--- config.mk ---
export PLATFORM = sky130hd
export DESIGN_NAME = xcard_decoder
export DESIGN_NICKNAME = d
export VERILOG_FILES = /design/src/rtl/xcard_pkg.sv /design/src/rtl/xcard_ctl_latch.sv /design/src/rtl/xcard_addr_decode.sv /design/src/rtl/xcard_decoder.sv
export SDC_FILE = /design/constraint.sdc
export NUM_CORES = 1
export LEC_CHECK = 0
export BUFFER_PORTS_ARGS = -buffer_cell sky130_fd_sc_hd__buf_4
export CORE_ASPECT_RATIO = 1.75
export CORE_UTILIZATION = 40
export CTS_CLUSTER_DIAMETER = 100
export DETAILED_ROUTE_END_ITERATION = 8
export HOLD_SLACK_MARGIN = 0.05
export PLACE_DENSITY_LB_ADDON = 0.25
export SLEW_MARGIN = 20
export SYNTH_ARGS = -nofsm -noshare
export SYNTH_HDL_FRONTEND = slang
export SYNTH_HIERARCHICAL = 1
export SYNTH_SLANG_ARGS = --single-unit
--- constraint.sdc ---
create_clock -name clk -period 1.34 [get_ports clk]
set_clock_uncertainty 0.15 [all_clocks]
set_input_delay 0.201 -clock clk [delete_from_list [all_inputs] [get_ports clk]]
set_output_delay 0.201 -clock clk [all_outputs]
set_load 0.02 [all_outputs]
--- src/rtl/xcard_pkg.sv ---
package xcard_pkg;

  // Latch bit positions; the decoder and the paging logic outside depend on them.
  localparam int LB_ENABLE = 0;
  localparam int LB_MAPSEL = 1;
  localparam int LB_PAGE0  = 2;
  localparam int LB_PAGE1  = 3;
  localparam int LB_UPPER  = 4;
  localparam int LB_WPROT  = 5;
  localparam int LB_IRQ    = 6;
  localparam int LB_DRVRST = 7;

  localparam int NUM_IDE = 2;

  // Sub-region codes taken from address bits [6:5] inside the register window.
  typedef enum logic [1:0] {
    SUB_AUX  = 2'b00,
    SUB_RTC  = 2'b01,
    SUB_IDE1 = 2'b10,
    SUB_IDE2 = 2'b11
  } sub_e;

  typedef struct packed {
    logic                win;
    logic                sram;
    logic                aux;
    logic                rtc;
    logic [NUM_IDE-1:0]  ide_rd;
    logic [NUM_IDE-1:0]  ide_wr;
  } sel_t;

endpackage

--- src/rtl/xcard_ctl_latch.sv ---
module xcard_ctl_latch #(
  parameter int          ADDR_W    = 16,
  parameter int          LATCH_W   = 8,
  parameter logic [7:0]  CARD_BASE = 8'h11
) (
  input  logic               clk,
  input  logic               rst,
  input  logic               ctl_we,
  input  logic [ADDR_W-1:0]  ctl_addr,
  input  logic               ctl_bit,
  output logic [LATCH_W-1:0] latch_q
);
  localparam int IDX_W  = $clog2(LATCH_W);
  localparam int BASE_W = 8;

  logic             hit;
  logic [IDX_W-1:0] bit_sel;
  logic             unused_ctl_bits;

  assign hit     = ctl_we && (ctl_addr[ADDR_W-1 -: BASE_W] == CARD_BASE);
  assign bit_sel = ctl_addr[IDX_W:1];
  assign unused_ctl_bits = ^{ctl_addr[ADDR_W-BASE_W-1:IDX_W+1], ctl_addr[0]};

  always_ff @(posedge clk) begin
    if (rst) begin
      latch_q <= '0;
    end else if (hit) begin
      latch_q[bit_sel] <= ctl_bit;
    end
  end

  // a write aimed at another card leaves the latch alone
  assert_foreign_base_R2: assert property (@(posedge clk) disable iff (rst)
    (ctl_we && ctl_addr[ADDR_W-1 -: BASE_W] != CARD_BASE) |=> $stable(latch_q));

  // an accepted write lands its data in the addressed bit
  assert_bit_store_R2: assert property (@(posedge clk) disable iff (rst)
    hit |=> (latch_q[$past(bit_sel)] == $past(ctl_bit)));

endmodule

--- src/rtl/xcard_addr_decode.sv ---
module xcard_addr_decode
  import xcard_pkg::*;
#(
  parameter int          ADDR_W   = 16,
  parameter logic [7:0]  WIN_PAGE = 8'h40,
  parameter logic [2:0]  LO_SEG   = 3'b010,
  parameter logic [2:0]  HI_SEG   = 3'b011,
  parameter int          RTC_W    = 4,
  parameter int          AUX_W    = 6
) (
  input  logic [ADDR_W-1:0] addr,
  input  logic              space_ok,
  input  logic              map_sw,
  input  logic              card_on,
  input  logic              map_bit,
  input  logic              upper_on,
  output sel_t              sel_d,
  output logic [RTC_W-1:0]  rtc_idx_d,
  output logic [AUX_W-1:0]  aux_idx_d
);
  localparam int PAGE_W = 8;
  localparam int SEG_W  = 3;

  logic               win;
  logic               lo_hit;
  logic               hi_hit;
  logic [1:0]         sub;
  logic [NUM_IDE-1:0] grp_hit;
  logic [NUM_IDE-1:0] rd_v;
  logic [NUM_IDE-1:0] wr_v;

  assign sub = addr[6:5];

  assign win    = space_ok && card_on && (map_bit == map_sw) &&
                  (addr[ADDR_W-1 -: PAGE_W] == WIN_PAGE);
  assign lo_hit = card_on && !win && (addr[ADDR_W-1 -: SEG_W] == LO_SEG);
  assign hi_hit = upper_on && (addr[ADDR_W-1 -: SEG_W] == HI_SEG);

  // One read/write pair per disk register group
  for (genvar g = 0; g < NUM_IDE; g++) begin : g_ide
    localparam logic [1:0] CODE = 2'(int'(SUB_IDE1) + g);
    assign grp_hit[g] = win && (sub == CODE);
    assign rd_v[g]    = grp_hit[g] && !addr[4];
    assign wr_v[g]    = grp_hit[g] &&  addr[4];
  end

  always_comb begin
    sel_d        = '0;
    sel_d.win    = win;
    sel_d.sram   = space_ok && (lo_hit || hi_hit);
    sel_d.aux    = win && (sub == SUB_AUX);
    sel_d.rtc    = win && (sub == SUB_RTC);
    sel_d.ide_rd = rd_v;
    sel_d.ide_wr = wr_v;
  end

  assign rtc_idx_d = addr[RTC_W:1];
  assign aux_idx_d = {addr[7], addr[AUX_W-2:0]};

endmodule

--- src/rtl/xcard_decoder.sv ---
module xcard_decoder
  import xcard_pkg::*;
#(
  parameter int          ADDR_W    = 16,
  parameter int          LATCH_W   = 8,
  parameter logic [7:0]  CARD_BASE = 8'h11,
  parameter logic [7:0]  WIN_PAGE  = 8'h40,
  parameter int          RTC_W     = 4,
  parameter int          AUX_W     = 6
) (
  input  logic              clk,
  input  logic              rst,
  input  logic              ctl_we,
  input  logic [ADDR_W-1:0] ctl_addr,
  input  logic              ctl_bit,
  input  logic              map_sw,
  input  logic              space_ok,
  input  logic [ADDR_W-1:0] bus_addr,
  output logic              sel_win,
  output logic              sel_sram,
  output logic              sel_aux,
  output logic              sel_rtc,
  output logic              sel_ide1_rd,
  output logic              sel_ide1_wr,
  output logic              sel_ide2_rd,
  output logic              sel_ide2_wr,
  output logic [RTC_W-1:0]  rtc_index,
  output logic [AUX_W-1:0]  aux_index,
  output logic              card_en,
  output logic [1:0]        page_ctl,
  output logic              sram_wprot,
  output logic              irq_en,
  output logic              drive_rst
);
  logic [LATCH_W-1:0] latch_q;
  sel_t               sel_d;
  sel_t               sel_q;
  logic [RTC_W-1:0]   rtc_idx_d;
  logic [AUX_W-1:0]   aux_idx_d;

  xcard_ctl_latch #(
    .ADDR_W(ADDR_W), .LATCH_W(LATCH_W), .CARD_BASE(CARD_BASE)
  ) latch_i (
    .clk(clk), .rst(rst), .ctl_we(ctl_we), .ctl_addr(ctl_addr),
    .ctl_bit(ctl_bit), .latch_q(latch_q)
  );

  xcard_addr_decode #(
    .ADDR_W(ADDR_W), .WIN_PAGE(WIN_PAGE), .RTC_W(RTC_W), .AUX_W(AUX_W)
  ) dec_i (
    .addr(bus_addr), .space_ok(space_ok), .map_sw(map_sw),
    .card_on(latch_q[LB_ENABLE]), .map_bit(latch_q[LB_MAPSEL]),
    .upper_on(latch_q[LB_UPPER]),
    .sel_d(sel_d), .rtc_idx_d(rtc_idx_d), .aux_idx_d(aux_idx_d)
  );

  always_ff @(posedge clk) begin
    if (rst) begin
      sel_q     <= '0;
      rtc_index <= '0;
      aux_index <= '0;
    end else begin
      sel_q     <= sel_d;
      rtc_index <= rtc_idx_d;
      aux_index <= aux_idx_d;
    end
  end

  assign sel_win     = sel_q.win;
  assign sel_sram    = sel_q.sram;
  assign sel_aux     = sel_q.aux;
  assign sel_rtc     = sel_q.rtc;
  assign sel_ide1_rd = sel_q.ide_rd[0];
  assign sel_ide2_rd = sel_q.ide_rd[1];
  assign sel_ide1_wr = sel_q.ide_wr[0];
  assign sel_ide2_wr = sel_q.ide_wr[1];

  assign card_en    = latch_q[LB_ENABLE];
  assign page_ctl   = {latch_q[LB_PAGE1], latch_q[LB_PAGE0]};
  assign sram_wprot = latch_q[LB_WPROT];
  assign irq_en     = latch_q[LB_IRQ];
  assign drive_rst  = latch_q[LB_DRVRST];

  // device selects never overlap, window never overlaps SRAM
  assert_exclusive_R11: assert property (@(posedge clk) disable iff (rst)
    $onehot0({sel_sram, sel_aux, sel_rtc, sel_ide1_rd, sel_ide1_wr,
              sel_ide2_rd, sel_ide2_wr}) && !(sel_win && sel_sram));

  // no select follows a cycle outside card space
  assert_qualifier_R11: assert property (@(posedge clk) disable iff (rst)
    !space_ok |=> !(sel_win || sel_sram || sel_aux || sel_rtc ||
                    sel_ide1_rd || sel_ide1_wr || sel_ide2_rd || sel_ide2_wr));

  // upper SRAM window opens on bit 4 alone
  assert_upper_sram_R6: assert property (@(posedge clk) disable iff (rst)
    (space_ok && bus_addr[ADDR_W-1 -: 3] == 3'b011 && latch_q[LB_UPPER])
      |=> sel_sram);

  // a device select only follows a register-window address
  assert_win_cover_R4: assert property (@(posedge clk) disable iff (rst)
    (sel_aux || sel_rtc || sel_ide1_rd || sel_ide1_wr || sel_ide2_rd || sel_ide2_wr)
      |-> sel_win);

  // clock index tracks the address one cycle later
  assert_rtc_index_R9: assert property (@(posedge clk) disable iff (rst)
    1'b1 |=> (rtc_index == $past(bus_addr[RTC_W:1])));

  // a write-port select follows an address with bit 4 set
  assert_ide_write_half_R8: assert property (@(posedge clk) disable iff (rst)
    (sel_ide1_wr || sel_ide2_wr) |-> $past(bus_addr[4]));

endmodule

* Word level (Yosys, flattened, before mapping)
Index checks and enable logic that the tools add are counted.
Storage, ports and cells: output and inout port bits 24, register bits 26, logic and storage cells 43
Cells by class: equal/unequal tests 8, mux-type cells 3, reduce and logical (&&, ||, !) cells 21, magnitude comparators 2
Operators with widths (number):
- $logic_and 1x1->1 | 17
- $bwmux 8 | 1
- $eq 8x5->1 const B | 1
- $eq 8x7->1 const B | 1
- $eq 3x2->1 const B | 2
- $eq 2x2->1 const B | 2
- $lt 3x4->1 const B | 1
- $demux 1 s3 | 1
- $ge 3x1->1 const B | 1
- $eq 2x1->1 const B | 1
- $logic_not 1->1 | 2
- $logic_not 2->1 | 1
- $eq 1x1->1 | 1
- $logic_or 1x1->1 | 1
- $mux 1 | 1

* Depth between registers and ports, before layout
Gate-level depths: netlist of the first run.
word-level depth 8, gate-level depth with buffers 5, mapped depth without buffers 4

* Hierarchy
The synthesis of the first run kept the hierarchy.
By module, submodules not included:
- xcard_decoder | times used 1, sequential area each 360.3 sq um, area each 489.2 sq um, cells an instance 37
- xcard_ctl_latch | times used 1, sequential area each 160.2 sq um, area each 442.9 sq um, cells an instance 40
- xcard_addr_decode | times used 1, sequential area each 0.0 sq um, area each 237.7 sq um, cells an instance 30

* Least setup slack after synthesis of the first run
No wires, ideal clock.
kind register to register, start point register latch_i.latch_q[0], end point register sel_q, in the netlist sel_ide1_rd, clock period less this slack 1.375 ns, data arrival time 1.160 ns, cell stages (with the launch flop) 5, slack -0.035 ns, path buffers 0, cell sequence dfxtp_1 -> and3b_1 -> nand4_4 -> nor4b_2 -> nor2b_1
RTL lines:
- from (decl) | RTL line xcard_ctl_latch.sv:11 | output logic [LATCH_W-1:0] latch_q
- from (signal, indexed assignment) | RTL line xcard_ctl_latch.sv:28 | latch_q[bit_sel] <= ctl_bit;
- to (signal assigned) | RTL line xcard_decoder.sv:63 | sel_q <= sel_d;
- to (decl) | RTL line xcard_decoder.sv:37 | sel_t sel_q;

==> results of run 1 <==
## worst min path at each step
| stage | start | end | slack (ps) | depth (start not counted) |
|---|---|---|---|---|
| finish | bus_addr[4] | aux_index[4] | 60 | 2 |
| global route | bus_addr[4] | aux_index[4] | 60 | 2 |
| CTS | bus_addr[4] | aux_index[4] | 60 | 2 |
| detailed placement | bus_addr[7] | aux_index[5] | 260 | 2 |
| global placement | bus_addr[7] | aux_index[5] | 260 | 2 |
| floorplan | rst | rtc_index[1] | 120 | 1 |
## cell families (layout without fill, tap and decap cells)
family | count (synthesis) | in the layout | synth area share [%]
simple gates | 57 | 57 | 38.93
mux | 8 | 8 | 6.845
flops | 26 | 26 | 44.49
buf+inv | 15 | 71 | 8.983
xor+xnor | 1 | 1 | 0.7488
## flip-flops by register name, summed over array words and instances, names as in the netlist
name	cells
sel_sram	1
sel_aux	1
aux_index	6
sel_ide2_wr	1
sel_rtc	1
rtc_index	4
sel_ide1_rd	1
sel_win	1
sel_ide1_wr	1
latch_i/latch_q	8
sel_ide2_rd	1
## cell usage in the layout (no fill, tap or decap), types with 4 or more instances in the layout
cell type                       count
sky130_fd_sc_hd__dfxtp_1           24
sky130_fd_sc_hd__nor2b_1           11
sky130_fd_sc_hd__nand2b_1          10
sky130_fd_sc_hd__clkbuf_8           4
sky130_fd_sc_hd__nand4b_1           4
sky130_fd_sc_hd__buf_4             60
sky130_fd_sc_hd__mux2i_1            8
sky130_fd_sc_hd__dlygate4sd3_1      5
sky130_fd_sc_hd__nand4_1            5
sky130_fd_sc_hd__and2b_1            7
## metal layers
layer  up-vias  wire length [µm]  global-route usage, %
met5         -                 0                      0
met1       424               796                  14.96
li1        471                 -                      -
met3         2               128                  1.966
met4         0                23                  6.250
met2        33              1407                  32.32
## final cells by class
| class | count | area share [%] |
|---|---|---|
| Clock buffer | 4 | 3.262 |
| Inverter | 1 | 0.2224 |
| Multi-Input combinational cell | 66 | 33.21 |
| Sequential cell | 26 | 30.99 |
| Tap cell | 27 | 2.001 |
| Timing Repair Buffer | 66 | 30.32 |
## stage by stage
| step | utilization (%) | area, µm² | hold WS [ps] |
|---|---|---|---|
| after detailed placement | 56.18 | 1546 | 263.7 |
| after floorplan | - | 1171 | 122.6 |
| final | 61.32 | 1688 | 61.50 |
| after global placement | 56.18 | 1546 | 257.4 |
| after global routing | 61.32 | 1688 | 63.25 |
| after CTS | 60.64 | 1669 | 55.34 |
## critical path, delay by kind of cell, from the launching register on
kind	cells	cell delay, ps
xor gates and xnor gates	1	120
buffers and inverters	1	140
DFF	1	330
and+or+nand+nor	3	530
## cells in the mapped netlist
library cell               count  area, µm²
sky130_fd_sc_hd__dfxtp_1      26      520.5
sky130_fd_sc_hd__buf_4        13      97.59
sky130_fd_sc_hd__nor2b_1      11      68.82
sky130_fd_sc_hd__nand2b_1     10      62.56
sky130_fd_sc_hd__mux2i_1       8      80.08
sky130_fd_sc_hd__and2b_1       7      52.55
sky130_fd_sc_hd__nand4_1       5      31.28
sky130_fd_sc_hd__nand4b_1      4      35.03
sky130_fd_sc_hd__nor3_1        3      15.01
sky130_fd_sc_hd__nand3_1       2      10.01
sky130_fd_sc_hd__nor2_1        2      7.510
sky130_fd_sc_hd__nor4b_4       2      47.55
sky130_fd_sc_hd__and3b_1       1      8.760
sky130_fd_sc_hd__and4b_1       1      10.01
sky130_fd_sc_hd__and4bb_1      1      12.51
sky130_fd_sc_hd__and4bb_4      1      16.27
sky130_fd_sc_hd__buf_1         1      3.750
sky130_fd_sc_hd__inv_1         1      3.750
sky130_fd_sc_hd__nand2_1       1      3.750
sky130_fd_sc_hd__nand3b_1      1      7.510
sky130_fd_sc_hd__nand4_4       1      21.27
sky130_fd_sc_hd__nor3_2        1      10.01
sky130_fd_sc_hd__nor3b_1       1      7.510
sky130_fd_sc_hd__nor3b_2       1      12.51
sky130_fd_sc_hd__nor4b_2       1      15.01
sky130_fd_sc_hd__xnor2_1       1      8.760
## repair_timing
item / in CTS / in global routing
pin swaps: 2 / 3
buffers inserted: 2 / 0
hold endpoints to repair: 8 / 0
hold buffers: 5 / 0
resized for setup: 2 / 5
endpoints found under the setup margin: 1 / 5
## report_power, final
part	internal, mW	leakage (nW)	switching, mW
Combinational	0.124	0.573	0.0881
Clock	0.262	0.0288	0.223
Sequential	0.788	0.213	0.00385
Total	1.17	0.815	0.315
==> flow_results.org, run 1 <==
** Logic synthesis
- For this run, the number of Yosys warnings is 6.
- Synthesis produced a netlist with a net count of 145.
- The cell count after synthesis came out at between 100 and 150.
- Counting flops and latches in the post-synthesis netlist gives 26.
- In this run the cell area of the synthesized design comes to 0.001170 mm².
- Avg Inst Size Synth :: 10.93 µm²
- Summing the sequential cell areas from Yosys gives 44.49% of the chip area.
- The netlist uses 26 different library cells.

** Worst setup path
- Data arrives at the worst endpoint at 1380 ps.
- CP endpoint :: sel_ide1_rd
- The worst setup path is launched from a register.
- At the worst endpoint, the required time is 1390 ps.
- Measured in cells, the most critical reg-to-reg path has a length of 5.
- Of all nets on the critical path, the largest fanout is 6.
- Worst setup path class :: reg2reg
- Worst R2R Setup Slack :: 10 ps
- Slowest cell on the critical path :: sky130_fd_sc_hd__dfxtp_2
- Critical Path Start :: latch_i/latch_q[1]
- Reg-to-Reg End :: sel_ide1_rd
- On the worst path, the slowest cell contributes a delay of 330 ps.
- The worst register-to-register path begins at latch_i/latch_q[1].
- CP Capture Type :: register
- Cells traversed along the worst timing path :: xnor2_1, buf_4, nand4_4, nor4b_2, nor2b_1

** Clock tree
- TritonCTS built the clock tree.
- The tree is rooted in a sky130_fd_sc_hd__clkbuf_8.
- TritonCTS Sinks :: 26
- Clock-pin slew reported for the worst setup and hold paths after clock tree synthesis :: 80 ps
- The longest clock path from root to sink contains 2 buffers.
- The clock reaches the later pin of the worst-skew pair after between 200 and 300 ps.
- Clock tree synthesis inserted a total of 3 buffers.
- CTS built an H-tree with a depth of 1.

** Placement
- After detailed placement, the design holds a cell count of around 180.
- Once detailed placement completed, the half-perimeter wirelength came to between 1.5 and 2 mm.
- During placement, the flow inserted port buffers numbering 56.
- GPL Wtd Cong :: 0.7601
- Post-Place Worst Slack :: -160.7 ps

** Global routing
- Total overflow reported by the global router :: 0
- The number of antenna violations at the first check in global routing was 0.
- Largest net degree at the start of global routing :: 19
- Global routing used approximately 16% of the available tracks across all layers.
- First-pass GRT wire length :: 3.822 mm
- The via count of the first global-routing pass is 919.

** Floorplanning
- Width of the chip :: 42.88 µm
- Die ar. :: 0.003153 mm²
- Core area :: 0.002753 mm²
- Initial cell density of the core :: between 40% and 50%
- Measured along the y axis, the die boundary spans 73.54 µm.
- Boundary pin count :: 62
- Floorplan row count :: 25

** Drt
- The first detailed-routing pass took 3 iterations.
- Using the TritonRoute via totals, the vias-per-cell ratio works out to 4.895.
- Dividing the detail-routed wire length by the instance count gives 12.39 µm.
- Total DRC errors in the routed layout :: 0
- Iter 0 DRT Violations :: 8
- For this block, the routed nets add up to 2.355 mm of wire.
- Total via count after detailed routing :: 930
- Post-detailed-route count of antenna-violating nets :: 0

** Pwr
- Pwr Density :: between 800 and 900 mW/mm²
- The completed layout was analyzed and its total power is 1.489 mW.
- Peak supply drop :: about 0.53 mV
- Static Leak :: between 0.8 and 0.9 nW

** STA
- Setup slack on the critical path of the routed design comes to 10.85 ps.
- Setup violations remaining at the end of the flow were counted as 0.
- For this run, the top clock speed supported by timing is approximately 750 MHz.
- Period Utilization, post-route :: between 90 and 100%
- For the pin with the worst max-slew slack, the measured transition is 308.8 ps.
- Unrepaired setup endpoints after global routing :: true
- Measured against its own limit, the worst slew margin works out to 79.41%.
- For the finished layout, the period the worst path requires is around 1300 ps.
- Setup_tns :: 0 ps
- The total count of hold-check failures in the final report is 0.
- The count of pins over their slew limit is 0.

** Final layout
- In the final layout, flip-flops and latches occupy 523.0 µm².
- Proportion of layout cells with a drive suffix above 1 :: 47.85%
- Diodes inserted :: 0
- Net count reported at finish :: approximately 200
- P&R area growth vs syn :: 44.28%
- Fill cells in the final layout number ~250.
- After the flow finishes, the layout carries non-filler instances totaling 190.
- In the final layout, the multi-input gates occupy 560.5 µm².

** Run status
- Run status :: finished clean

** Job
- Number of max-cap violations :: 0

** Min path
- Worst min-delay path category :: in2reg
Note: power is estimated with default switching activity, not from simulation.
==> run 2: changes to the inputs <==
- RECOVER_POWER: default -> 50
==> run 2 against run 1 <==
Against the previous run:
- non-clock buffer count unchanged
- fmax did not move
- combinational power is 2% lower
- wire length rose by 0.17%
- final cell count is the same
- critical path depth did not move
- via count stayed put
- utilization fell by 0.95 points
- clock-buffer cell count stayed put
- global-route usage stayed put
- setup slack hardly changed
- critical path type unchanged
- critical endpoint unchanged
- largest power group unchanged
==> flow_results.org, run 2 (synthesized netlist as in run 1, its figures left out) <==
** Run status
- The run finished with clean final reports.

** Final layout
- Net count reported at finish :: 202 (unchanged)
- Most common library cell in the layout ignoring fill and taps :: sky130_fd_sc_hd__buf_4
- Final Instance Area :: 0.001662 mm² (-1.6%)
- Proportion of layout cells with a drive suffix above 1 :: 43.56% (-4.3 points)
- The area of the multi-input gates was 560.5 µm² (unchanged).
- Final Util :: 60.36% (-0.95 points)
- Most flops, register :: latch_i/latch_q
- Diodes inserted :: 0 (unchanged)
- Storage element area :: 523.0 µm² (unchanged)
- The largest registers in the layout are latch_i/latch_q x8, aux_index x6, rtc_index x4.
- Most used cells in the layout excluding fill and tap cells :: sky130_fd_sc_hd__buf_4, sky130_fd_sc_hd__dfxtp_1, sky130_fd_sc_hd__nor2b_1
- The number of fill cells in the layout was 251 (unchanged).
- From synthesis to final layout, the design area changed by 42.03%.
- Flip-flop count of the largest register, all copies and words added :: 8 (unchanged)

** Global routing
- Most utilized layer in the global route result :: met2
- Met2 Use GR :: 32.32% (unchanged)
- The routing usage on met3 was 1.966% (unchanged).
- Combined global-route utilization of all metal layers :: 15.81% (unchanged)
- The via count of the first global-routing pass is 919 (unchanged).
- The fraction of met1 tracks used by global routing came to 14.96% (unchanged).
- Largest net degree at the start of global routing :: 19 (unchanged)
- Total overflow reported by the global router :: 0 (unchanged)
- The global-route wire length before repair came to 3.822 mm (unchanged).
- The number of antenna violations at the first check in global routing came to 0 (unchanged).

** STA
- Peak Freq :: 752.4 MHz (unchanged)
- Worst hold slack :: 61.52 ps (+0.02390 ps)
- The final sum of negative setup slack was 0 ps (unchanged).
- Period Utilization, post-route :: 99.19% (about the same)
- Unrepaired setup endpoints after global routing :: true
- The final critical-path required period is 1329 ps (+0.0004000 ps).
- The total count of hold-check failures in the final report came to 0 (unchanged).
- The worst slew margin relative to its limit came to 79.41% (about the same).
- The transition time of the tightest slew-check pin came to 308.8 ps (+0.008345 ps).
- The number of setup violations in the final report was 0 (unchanged).
- The count of pins over their slew limit is 0 (unchanged).

** Pwr
- Peak supply drop :: 0.5296 mV (-0.28%)
- Pwr Density :: 893.0 mW/mm² (+1.2%)
- The leakage power of the design is 0.7851 nW (-3.7%).

** Min path
- In this run the worst hold path is classified as in2reg.
- The startpoint identified for the worst hold timing path is bus_addr[4].

** Drt
- Post-detailed-route count of antenna-violating nets :: 0 (unchanged)
- Routed Wire Length :: 2.359 mm (+0.17%)
- Average wire length per cell after detail routing :: 12.42 µm (+0.17%)
- Mean number of vias per cell :: 4.895 (unchanged)
- Iter 0 DRT Violations :: 8 (unchanged)
- The DRC violation count after routing came to 0 (unchanged).
- The via count came to 930 (unchanged).
- Number of search-and-repair iterations in the first detailed-routing pass :: 3 (unchanged)

** Placement
- Area after detailed placement :: 0.001546 mm² (unchanged)
- The number of buffers added on ports came to 56 (unchanged).
- The final weighted congestion of routability-driven global placement came to 0.7601 (unchanged).
- DP Wirelength :: 1.826 mm (unchanged)

** Clock tree
- Clock-pin slew reported for the worst setup and hold paths after clock tree synthesis :: 80 ps (about the same)
- TritonCTS clock tree :: yes
- Root Buffer Master :: sky130_fd_sc_hd__clkbuf_8
- The TritonCTS buffer count was 3 (unchanged).
- The CTS sink count came to 26 (unchanged).
- The deepest level of the CTS H-tree came to 1 (unchanged).
- Deepest clock path buffer count :: 2 (unchanged)
- The insertion delay of the later-clocked pin in the worst-skew pair is 260 ps (about the same).

** Floorplanning
- Floorplan row count :: 25 (unchanged)
- The area of the core is 0.002753 mm² (unchanged).
- Initial cell density of the core :: 42.50% (unchanged)
- Die Span Y :: 73.54 µm (unchanged)
- The chip width came to 42.88 µm (unchanged).
- The number of top-level pins was 62 (unchanged).
- The die area was 0.003153 mm² (unchanged).

** Worst setup path
- The endpoint arrival time on the critical path is 1380 ps (about the same).
- STA classifies the critical path startpoint as a register.
- Maximum net fanout on the critical path :: 6 (unchanged)
- Tracing the worst setup path back leads to its startpoint at latch_i/latch_q[1].
- The worst setup path is captured at a register.
- The required time at the worst-slack endpoint was 1390 ps (about the same).
- Worst setup path class :: reg2reg
- The startpoint identified for the worst register-to-register timing path is latch_i/latch_q[1].

** Job
- Number of max-cap violations :: 0 (unchanged)
[run 2: report_power, final]
group          switching (mW)  leakage [nW]  total [mW]  internal (mW)
Clock                   0.223        0.0288       0.485          0.262
Sequential            0.00376         0.213       0.792          0.788
Combinational          0.0879         0.543       0.207          0.120
Total                   0.315         0.785        1.48           1.17
[run 2: layer usage]
metal	share of wire [%]	routed length, µm	vias up
met4	0.97	23	0
li1	-	-	471
met3	5.8	136	2
met1	34	798	424
met2	59	1400	33
met5	0	0	-
[run 2: critical path: stages, from the launching register on]
cell and delay [ps]:
sky130_fd_sc_hd__dfxtp_2 330, sky130_fd_sc_hd__xnor2_1 120, sky130_fd_sc_hd__buf_4 140, sky130_fd_sc_hd__nand4_4 140, sky130_fd_sc_hd__nor4b_2 230, sky130_fd_sc_hd__nor2b_1 160
[run 2: cell type report]
cell class	count	area share, %
repair buffers	66	29.22
well taps	27	2.033
clock buffers	4	3.313
multi-input cells	66	33.74
flip-flops and latches	26	31.48
inverters	1	0.2259
[run 2: worst paths after layout]
| check | to | slack [ps] | cells past startpoint |
|---|---|---|---|
| worst max-delay path | sel_ide1_rd | 10 | 5 |
| worst min-delay path | aux_index[4] | 60 | 2 |
| worst max register to register | sel_ide1_rd | 10 | 5 |
| worst min register to register | latch_i/latch_q[7] | 330 | 2 |
[run 2: timing repair]
action                                  4_1_cts  5_1_grt
endpoints found under the hold margin         8        0
setup buffers                                 2        0
pin swaps                                     2        3
hold buffers                                  5        0
endpoints found under the setup margin        1        5
resized for setup                             2        5
[run 2: through the flow]
step / cells / setup slack, ps / power [mW]
2_1_floorplan: 107 / 32.08 / 0.9022
3_3_place_gp: 179 / -99.66 / 1.005
3_5_place_dp: 179 / -160.7 / 1.010
4_1_cts: 190 / -14.83 / 1.506
5_1_grt: 190 / -65.83 / 1.552
6_report: 190 / 10.85 / 1.484
==> run 3: changes to the inputs <==
- PLACE_DENSITY: default -> 0.81
- PLACE_DENSITY_LB_ADDON: 0.25 -> default
==> run 3 against run 2 <==
Against the previous run:
- power is 5.4% lower
- clock power is 17% lower
- register-to-register slack hardly changed
- critical path type unchanged
- wire length is 7.2% lower
==> flow_results.org, run 3 (synthesized netlist as in run 1, its figures left out) <==
** Run status
- The flow ran to the end, and the final reports show no timing, DRC or antenna violations.

** Drt
- The violation count after the first detailed-routing iteration is 19 (+11).
- The detail-routed via count per cell was 4.878 (-0.35%).
- The overall routed net length is 2.190 mm (-7.2%).
- The number of iterations in the first detailed-routing pass came to 3 (unchanged).
- Total DRC errors in the routed layout :: 0 (unchanged)
- The remaining antenna violation count was 0 (unchanged).
- Average wire length per cell after detail routing :: 11.65 µm (-6.2%)
- Total via count after detailed routing :: 917 (-1.4%)

** Placement
- The final weighted congestion of routability-driven global placement was 0.7354 (-3.2%).
- The placed cell count is 178 (-0.56%).
- The number of buffers added on ports is 56 (unchanged).
- The worst slack at placement is -169.4 ps (-8.657 ps).

** Worst setup path
- Startpoint types :: register
- Worst R2R Setup Slack :: 20 ps (about the same)
- Maximum net fanout on the critical path :: 7 (+1)
- Reg-to-reg critical path startpoint :: latch_i/latch_q[0]
- Reg-to-Reg End :: sel_ide1_rd
- Path depth of the worst reg2reg path :: 4 (-1)
- The worst setup path is captured at a register.
- The endpoint arrival time on the critical path is 1370 ps (about the same).
- Tracing the worst setup path back leads to its startpoint at latch_i/latch_q[0].
- The critical path is of the reg2reg type.
- The required time at the worst-slack endpoint was 1390 ps (about the same).
- CP endpoint :: sel_ide1_rd

** STA
- The total count of hold-check failures in the final report was 0 (unchanged).
- The final clock period utilization by the worst path is 98.49% (-0.70 points).
- The worst slew margin relative to its limit was 78.81% (-0.60 points).
- Setup_tns :: 0 ps (unchanged)
- Final critical-path setup slack :: 20.28 ps (+9.432 ps)
- The number of setup violations in the final report came to 0 (unchanged).
- The count of pins over their slew limit came to 0 (unchanged).
- The final critical-path required period was 1320 ps (-9.432 ps).
- Unrepaired setup endpoints after global routing :: true
- The post-route worst hold slack came to 68.28 ps (+6.755 ps).
- Transition time at the pin with the least slew margin :: 316.5 ps (+7.637 ps)
- The top achievable clock speed is 757.7 MHz (+0.71%).

** Final layout
- Filler cells :: 233 (-7.2%)
- The top cell types in the final layout, fill and taps aside, are sky130_fd_sc_hd__buf_4, sky130_fd_sc_hd__dfxtp_1, sky130_fd_sc_hd__nor2b_1.
- Most common library cell in the layout ignoring fill and taps :: sky130_fd_sc_hd__buf_4
- Final standard cell count with taps included and fillers excluded :: 188 (-1.1%)
- Counting flops per register, the top entry is latch_i/latch_q.
- The largest registers in the layout are latch_i/latch_q x8, aux_index x6, rtc_index x4.
- The net count of the finished layout came to 201 (-0.50%).
- The area growth from synthesis to layout is 41.07%.
- Proportion of layout cells with a drive suffix above 1 :: 39.75% (-3.8 points)
- The number of flip-flops under the largest register name was 8 (unchanged).
- The number of antenna repair diodes is 0 (unchanged).

** Clock tree
- The TritonCTS buffer count came to 3 (unchanged).
- TritonCTS Sinks :: 26 (unchanged)
- Clock-pin slew reported for the worst setup and hold paths after clock tree synthesis :: 80 ps (about the same)
- Deepest clock path buffer count :: 2 (unchanged)
- The tree is rooted in a sky130_fd_sc_hd__clkbuf_8.
- TritonCTS clock tree :: yes
- Maximum level of the CTS H-tree :: 1 (unchanged)
- Clk_lat worst skew :: 250 ps (about the same)

** Min path
- Worst min-delay path category :: in2reg

** Floorplanning
- The number of top-level pins came to 62 (unchanged).
- The die height is 73.54 µm (unchanged).
- The die area came to 0.003153 mm² (unchanged).
- The number of placement rows came to 25 (unchanged).
- The initial standard-cell utilization of the core was 42.50% (unchanged).
- Core area :: 0.002753 mm² (unchanged)
- Width of the chip :: 42.88 µm (unchanged)

** Global routing
- The maximum number of pins on one net before global-route repair was 27 (+8).
- The total congestion overflow after global routing is 0 (unchanged).
- The via count of the first global-routing pass came to 850 (-7.5%).
- The global-route wire length before repair was 3.491 mm (-8.7%).
- The total global-route track usage was 14.36% (-1.4 points).
- The number of antenna violations at the first check in global routing came to 0 (unchanged).

** Job
- Number of max-cap violations :: 0 (unchanged)

** Pwr
- The power after layout is 1.403 mW (-5.4%).
- The cell area power density is 850.2 mW/mm² (-4.8%).
- Static Leak :: 0.7779 nW (-0.91%)
- The highest ir drop seen on vdd came to 0.4880 mV (-7.9%).
[run 3: area by class of cell]
type,instances,area [µm²],share of cell area [%]
Multi-Input combinational cell,66,573.1,34.72
Sequential cell,26,523.0,31.69
Timing Repair Buffer,65,475.5,28.81
Clock buffer,3,41.29,2.502
Tap cell,27,33.78,2.047
Inverter,1,3.754,0.2274
[run 3: metal layers]
layer / vias to the layer above / track usage (%) / routed length [µm]
met5: - / 0 / 0
met4: 0 / 7.292 / 23
met3: 2 / 2.211 / 174
met2: 40 / 28.11 / 1218
met1: 410 / 13.76 / 774
li1: 465 / - / -
[run 3: how the worst min path moves through the flow]
stage	from	end	slack [ps]	depth (start not counted)
global placement	bus_addr[7]	aux_index[5]	260	2
detailed placement	bus_addr[7]	aux_index[5]	270	2
finish	bus_addr[4]	rtc_index[3]	70	2
global route	bus_addr[4]	aux_index[4]	70	2
floorplan	rst	rtc_index[1]	120	1
CTS	bus_addr[4]	rtc_index[3]	50	2
[run 3: repair_timing]
action | in CTS | in global routing
pin swaps | 0 | 3
hold buffers | 5 | 0
hold endpoints to repair | 8 | 0
resized for setup | 2 | 3
gates cloned | 0 | 0
buffers inserted | 0 | 2
setup endpoints to repair | 2 | 2
[run 3: through the flow]
step                cell area, µm²  util [%]
floorplan                     1171         -
global placement              1551     56.36
detailed placement            1551     56.36
CTS                           1652     60.00
global route                  1650     59.95
finish                        1650     59.95
[run 3: critical path, stage by stage, from the launching register on]
cell and delay (ps):
sky130_fd_sc_hd__dfxtp_2 350, sky130_fd_sc_hd__and3b_2 220, sky130_fd_sc_hd__nand4_4 160, sky130_fd_sc_hd__nor4b_4 240, sky130_fd_sc_hd__nor2b_1 140
[run 3: report_power, final]
part / leakage, nW / internal [mW] / switching [mW] / total, mW
Sequential: 0.213 / 0.788 / 0.00372 / 0.792
Combinational: 0.543 / 0.120 / 0.0898 / 0.210
Clock: 0.0216 / 0.200 / 0.202 / 0.402
